--- src/rtl/bfw_pkg.sv ---
package bfw_pkg;
   localparam int INSN_W   = 32;
   localparam int MAJOR_W  = 6;
   localparam int RD_W     = 5;
   localparam int PA_W     = 5;
   localparam int PB_W     = 10;
   localparam int XO_W     = 5;
   localparam int PC_W     = 1;
   localparam int IMM_W    = PB_W + PA_W + PC_W;

   // Vector positions derived from MSB-first field order
   localparam int MAJOR_LO = INSN_W - MAJOR_W;
   localparam int RD_LO    = MAJOR_LO - RD_W;
   localparam int PA_LO    = RD_LO - PA_W;
   localparam int PB_LO    = PA_LO - PB_W;
   localparam int XO_LO    = PB_LO - XO_W;
   localparam int PC_LO    = XO_LO - PC_W;

   typedef struct packed {
      logic [MAJOR_W-1:0] major;
      logic [XO_W-1:0]    xo;
      logic [RD_W-1:0]    rd;
      logic [IMM_W-1:0]   imm;
   } insn_fields_t;
endpackage

--- src/rtl/bfw_field_unpack.sv ---
module bfw_field_unpack
   import bfw_pkg::*;
#(
   parameter logic [MAJOR_W-1:0] OPC_MAJOR = 6'd9,
   parameter logic [XO_W-1:0]    OPC_EXT   = 5'd27
) (
   input  logic [INSN_W-1:0] insn,
   output insn_fields_t      fields,
   output logic              match
);
   if (PC_LO != 0) begin : g_bad_layout
      $error("bfw_field_unpack: field widths do not cover the word");
   end

   always_comb begin
      fields.major = insn[MAJOR_LO +: MAJOR_W];
      fields.rd    = insn[RD_LO +: RD_W];
      fields.xo    = insn[XO_LO +: XO_W];
      fields.imm   = {insn[PB_LO +: PB_W], insn[PA_LO +: PA_W], insn[PC_LO +: PC_W]};
      match        = (fields.major == OPC_MAJOR) && (fields.xo == OPC_EXT);
   end
endmodule

--- src/rtl/bfw_lzc.sv ---
module bfw_lzc #(
   parameter int W  = 7,
   localparam int CW = $clog2(W + 1)
) (
   input  logic [W-1:0]  val,
   output logic [CW-1:0] cnt
);
   if (W < 1) begin : g_bad_w
      $error("bfw_lzc: width must be positive");
   end

   always_comb begin
      cnt = CW'(W);
      for (int i = 0; i < W; i++) begin
         if (val[i]) cnt = CW'(W - 1 - i);
      end
   end


   always_comb begin
      if (|val) begin
         lz_lead_one_chk: assert ((val >> (W - 1 - int'(cnt))) == W'(1));
      end
   end
endmodule

--- src/rtl/bfw_widen.sv ---
module bfw_widen #(
   parameter int IMM_W     = 16,
   parameter int S_EXP_W   = 8,
   parameter int D_EXP_W   = 11,
   parameter int D_FRAC_W  = 52,
   parameter bit NORM_SUB  = 1'b1,
   localparam int RES_W    = 1 + D_EXP_W + D_FRAC_W
) (
   input  logic [IMM_W-1:0] imm,
   output logic [RES_W-1:0] res
);
   localparam int FW      = IMM_W - 1 - S_EXP_W;
   localparam int S_BIAS  = (1 << (S_EXP_W - 1)) - 1;
   localparam int D_BIAS  = (1 << (D_EXP_W - 1)) - 1;
   localparam int REBIAS  = D_BIAS - S_BIAS;
   localparam int LZ_W    = $clog2(FW + 1);
   localparam int PAD_W   = D_FRAC_W - FW;

   if (FW < 1 || PAD_W < 0 || D_EXP_W <= S_EXP_W) begin : g_bad_fmt
      $error("bfw_widen: formats cannot be widened exactly");
   end

   logic                sgn;
   logic [S_EXP_W-1:0]  s_exp;
   logic [FW-1:0]       s_frac;
   logic [LZ_W-1:0]     lz;
   logic [D_EXP_W-1:0]  d_exp;
   logic [FW-1:0]       d_frac;
   logic [FW-1:0]       sub_frac;
   logic [D_EXP_W-1:0]  sub_exp;

   assign sgn    = imm[IMM_W-1];
   assign s_exp  = imm[FW +: S_EXP_W];
   assign s_frac = imm[FW-1:0];

   bfw_lzc #(.W(FW)) i_lzc (.val(s_frac), .cnt(lz));

   if (NORM_SUB) begin : g_norm
      logic [LZ_W:0] sh_amt;
      assign sh_amt   = {1'b0, lz} + {{LZ_W{1'b0}}, 1'b1};
      assign sub_frac = s_frac << sh_amt;
      assign sub_exp  = D_EXP_W'(REBIAS) - D_EXP_W'(lz);
   end else begin : g_flush
      assign sub_frac = '0;
      assign sub_exp  = '0;
   end

   always_comb begin
      if (s_exp == '1) begin
         d_exp  = '1;
         d_frac = s_frac;
      end else if (s_exp == '0) begin
         d_exp  = (s_frac == '0) ? '0 : sub_exp;
         d_frac = (s_frac == '0) ? '0 : sub_frac;
      end else begin
         d_exp  = D_EXP_W'(REBIAS) + D_EXP_W'(s_exp);
         d_frac = s_frac;
      end
   end

   assign res = {sgn, d_exp, d_frac, {PAD_W{1'b0}}};


   always_comb begin
      if (s_exp == '1) begin
         special_exp_chk: assert (res[D_FRAC_W +: D_EXP_W] == '1);
      end
   end


   always_comb begin
      if (imm[IMM_W-2:0] == '0) begin
         zero_mag_chk: assert (res[RES_W-2:0] == '0);
      end
   end
endmodule

--- src/rtl/bf16_imm_widen.sv ---
module bf16_imm_widen
   import bfw_pkg::*;
#(
   parameter logic [MAJOR_W-1:0] OPC_MAJOR = 6'd9,
   parameter logic [XO_W-1:0]    OPC_EXT   = 5'd27,
   parameter int                 S_EXP_W   = 8,
   parameter int                 D_EXP_W   = 11,
   parameter int                 D_FRAC_W  = 52,
   parameter bit                 NORM_SUB  = 1'b1,
   localparam int                RES_W     = 1 + D_EXP_W + D_FRAC_W
) (
   input  logic             clk,
   input  logic             rst_n,
   input  logic             in_valid,
   input  logic [31:0]      in_insn,
   output logic             out_wr,
   output logic [4:0]       out_rd,
   output logic [RES_W-1:0] out_result
);
   if (RES_W != 64) begin : g_bad_res
      $error("bf16_imm_widen: result width must be 64");
   end

   insn_fields_t     fields;
   logic             match;
   logic [RES_W-1:0] widened;

   bfw_field_unpack #(
      .OPC_MAJOR(OPC_MAJOR),
      .OPC_EXT  (OPC_EXT)
   ) i_unpack (
      .insn  (in_insn),
      .fields(fields),
      .match (match)
   );

   bfw_widen #(
      .IMM_W   (IMM_W),
      .S_EXP_W (S_EXP_W),
      .D_EXP_W (D_EXP_W),
      .D_FRAC_W(D_FRAC_W),
      .NORM_SUB(NORM_SUB)
   ) i_widen (
      .imm(fields.imm),
      .res(widened)
   );

   always_ff @(posedge clk or negedge rst_n) begin
      if (!rst_n) begin
         out_wr     <= 1'b0;
         out_rd     <= '0;
         out_result <= '0;
      end else begin
         out_wr <= in_valid && match;
         if (in_valid && match) begin
            out_rd     <= fields.rd;
            out_result <= widened;
         end
      end
   end


   wr_after_valid_chk: assert property (@(posedge clk) disable iff (!rst_n)
      out_wr |-> $past(in_valid));


   rd_follows_insn_chk: assert property (@(posedge clk) disable iff (!rst_n)
      out_wr |-> out_rd == $past(in_insn[25:21]));


   opcode_gate_chk: assert property (@(posedge clk) disable iff (!rst_n)
      out_wr |-> ($past(in_insn[31:26]) == OPC_MAJOR && $past(in_insn[5:1]) == OPC_EXT));


   hold_result_chk: assert property (@(posedge clk) disable iff (!rst_n)
      !out_wr |-> ($stable(out_result) && $stable(out_rd)));
endmodule

--- config.mk ---
export PLATFORM = sky130hd
export DESIGN_NAME = bf16_imm_widen
export DESIGN_NICKNAME = d
export VERILOG_FILES = /design/src/rtl/bfw_pkg.sv /design/src/rtl/bfw_field_unpack.sv /design/src/rtl/bfw_lzc.sv /design/src/rtl/bfw_widen.sv /design/src/rtl/bf16_imm_widen.sv
export SDC_FILE = /design/constraint.sdc
export NUM_CORES = 1
export LEC_CHECK = 0
export ABC_CLOCK_PERIOD_IN_PS = 2700
export BUFFER_PORTS_ARGS = -buffer_cell sky130_fd_sc_hd__buf_2
export CAP_MARGIN = 15
export CORE_MARGIN = 2
export CORE_UTILIZATION = 40
export CTS_CLUSTER_SIZE = 30
export DETAILED_ROUTE_END_ITERATION = 6
export PLACE_DENSITY = 0.74
export SKIP_LAST_GASP = 1
export SLEW_MARGIN = 20
export SYNTH_ARGS = -nofsm -noshare
export SYNTH_HDL_FRONTEND = slang
export SYNTH_SLANG_ARGS = --single-unit
export TNS_END_PERCENT = 50
--- constraint.sdc ---
create_clock -name clk -period 2.7 [get_ports clk]
set_clock_uncertainty 0.2 [all_clocks]
set_input_delay 0.27 -clock clk [delete_from_list [all_inputs] [get_ports clk]]
set_output_delay 0.27 -clock clk [all_outputs]
set_load 0.005 [all_outputs]
==> summary.md <==
| Metric | Value |
|---|---|
| Clk slew on worst S/H paths | 90 ps |
| Period utilization | 0.803 |
| Sequential fraction of the synthesis area | 0.321 |
| Crit Path Category | in -> reg |
| Buffers on Ports | 59 |
| Post-synth top area share | 0.321 |
| Top cells by area, synth | dfrtp_1 32%, buf_4 18%, nor2_1 5.0% |
| DR vias | 1612 |
| Die Height | 72.4 microns |
| Startpoint class of the critical path | input pin |
| Hpwl dp | 3230 microns |
| Hold_ws | 30.1 ps |
| VDD IR max | 0.177 mV |
| Total grt overflow | 0 |
| Pin count of the biggest net entering global routing | 43 |
| Fin cells | 323 |
| TNS Setup | 0 ps |
| # DRC | 0 |
| Worst hold endpoint | out_rd[2] |
| Hold path start | in_insn[23] |
| Initial Util | 0.423 |
| Relative slew slack | 0.631 |
| Post-Route WL | 4250 microns |
| Dpl ws | 260 ps |
| Area of the multi-input gates | 998 sq um |
| Flops & latches, synth | 24 |
| Worst setup margin | 532 ps |
| Worst flop-to-flop path endpoint | out_result[49] |
| Core area | 4410 sq um |
| Io pins | 105 |
| Worst-margin pin slew | 554 ps |
| R2R Path Start | out_result[49] |
| Detail-routed net length per standard cell | 13.2 microns |
| Synth top cells by count | 46 x buf_4, 25 x nor2_1, 24 x dfrtp_1, 18 x a21oi_1, 8 x o21ai_0 |
| Outcome | finished, final reports clean |
| CTS buffer count | 3 |
| Reg2Reg Depth | 3 |
| Synthesized area | 1870 sq um |
| Pre-antenna DRT Iters | 4 |
| Sequential Area | 601 sq um |
| CTS H-tree lvls | 1 |
| N_diodes | 0 |
| # rows | 24 |
| YS warnings | 0 |
| Tmin final | 2170 ps |
| Unrepaired setup endpoints after global routing | false |
| DP Cell Count | 318 |
| CTS root buf | clkbuf_8 |
| DRT iter0 DRCs | 84 |
| Vias per cell | 4.99 |
| Final setup viols | 0 |
| Fillcell total | 440 |
| Die footprint | 5240 sq um |
| Max-cap violations | 0 |
| Crit. End Element | flop |
| WP data required | 2670 ps |
| Global-route wire length before repair | 6470 microns |
| Cells after synthesis | 214 |
| Top-count cell post-synth | buf_4 |
| CTS max path bufs | 2 |
| Routability congestion estimate | 0.989 |
| Layout Area Growth over Synthesis | 13.5% |
| # clock sinks | 24 |
| Min-Delay Path Depth | 2 |
| Post-synth top area cell | dfrtp_1 |
| Flop2flop setup slack | 1590 ps |
| Width of the die | 72.4 microns |
| Leak | 1.14 nW |
| Clk_lat worst skew | 260 ps |
| Total setup buffers inserted after CTS | 0 |
| Unique cell type count in the Yosys netlist | 46 |
| Asr flop ratio synth | 1.00 |
| Final hold viol count | 0 |
| Crit path DAT | 2140 ps |
| Layout cells sized above 1 | 0.306 |
| Final Max Tran Viols | 0 |
| Antenna violations before repair | 0 |
| CP Max Fanout | 12 |
| Layout Nets | 310 |
| TritonCTS clock tree | done |
| PwrDens | 397 nW/um^2 |
| Vias in the first global route | 1402 |
| Fmax | 461 MHz |
| Syn_area_per_cell | 8.74 sq um |
| Worst hold path class | in -> reg |
| Power Total | 0.841 mW |
| EDFF count, synth | 0 |
| Detail Route Antenna Nets | 0 |
| GRT Total Usage | 0.156 |
| Prevailing post-synth register cell | dfrtp_1 |
==> power by group <==
part	switching, mW	internal [mW]
clock	0.120	0.198
sequential	0.00202	0.363
combinational	0.0985	0.0591
total	0.221	0.620
==> cells by family after synthesis <==
group,after synthesis,synth area share
buffers and inverters,64,0.233
AND/OR/NAND/NOR,59,0.176
AO/OA/AOI/OAI,54,0.196
other,1,0.00201
multiplexers,7,0.0422
adder cells (fa/ha/maj),3,0.0201
XOR/XNOR,2,0.00937
flip-flops,24,0.321
==> sequential cells by signal (all words and copies together), names as in the netlist <==
name and cells:
out_rd 5, out_result 18, out_wr 1
==> layer usage <==
| layer | vias to the layer above | routed length, microns | share of wire | GRT usage |
|---|---|---|---|---|
| met5 | - | 0 | 0 | 0 |
| met3 | 6 | 404 | 0.095 | 0.0389 |
| met2 | 91 | 1980 | 0.47 | 0.247 |
| li1 | 768 | - | - | - |
| met1 | 747 | 1840 | 0.43 | 0.210 |
| met4 | 0 | 28 | 0.0066 | 0.0503 |
==> how the worst max path moves through the flow <==
stage / from / to / slack, ps
6_report: in_insn[18] / out_result[51] / 530
5_1_grt: in_insn[18] / out_result[51] / 350
4_1_cts: in_insn[18] / out_result[51] / 550
3_5_place_dp: in_insn[18] / out_result[51] / 260
3_3_place_gp: in_insn[18] / out_result[49] / 370
2_1_floorplan: in_insn[18] / out_result[48] / 470
==> stage by stage <==
stage               cell area, sq um  utilization
global route                    2120        0.480
detailed placement              2040        0.462
finish                          2120        0.480
global placement                2040        0.462
CTS                             2120        0.480
floorplan                       2030            -
==> cell type report <==
type | instances | area share
multi-input combinational | 170 | 0.471
sequential | 24 | 0.283
timing repair buffer | 65 | 0.168
tap | 52 | 0.0307
clock buffer | 3 | 0.0195
clock inverter | 1 | 0.0142
inverter | 8 | 0.0142
==> worst max-delay path: stages <==
cell      delay [ps]
buf_2            220
nor2b_1          120
o41ai_4          300
inv_1            100
ha_1             350
buf_4            200
a211oi_1         230
nor3_1            90
o31ai_1          260
==> timing repair <==
item,4_1_cts,5_1_grt
hold endpoints to repair,24,0
hold buffers,1,0
gates resized for setup,0,0
==> cells in the final DEF, fill, tap and decap left out, types with 2 or more instances in the layout <==
master	netlist	layout
nor4_1	2	2
clkbuf_8	0	3
inv_1	7	7
a21oi_1	18	18
o21a_1	4	4
ha_1	3	3
o21ai_0	8	8
nor2_1	25	25
nand2_1	6	6
conb_1	1	45
buf_2	6	59
o311ai_1	2	2
buf_4	46	4
dfrtp_1	24	24
xnor2_1	2	2
mux2_2	7	7
nor2b_1	6	6
nand4b_1	2	2
and2_1	2	2
o31ai_1	5	5
nand2b_1	2	2
a31oi_1	5	5
nor3_1	5	5
(Power assumes the default switching activity.)
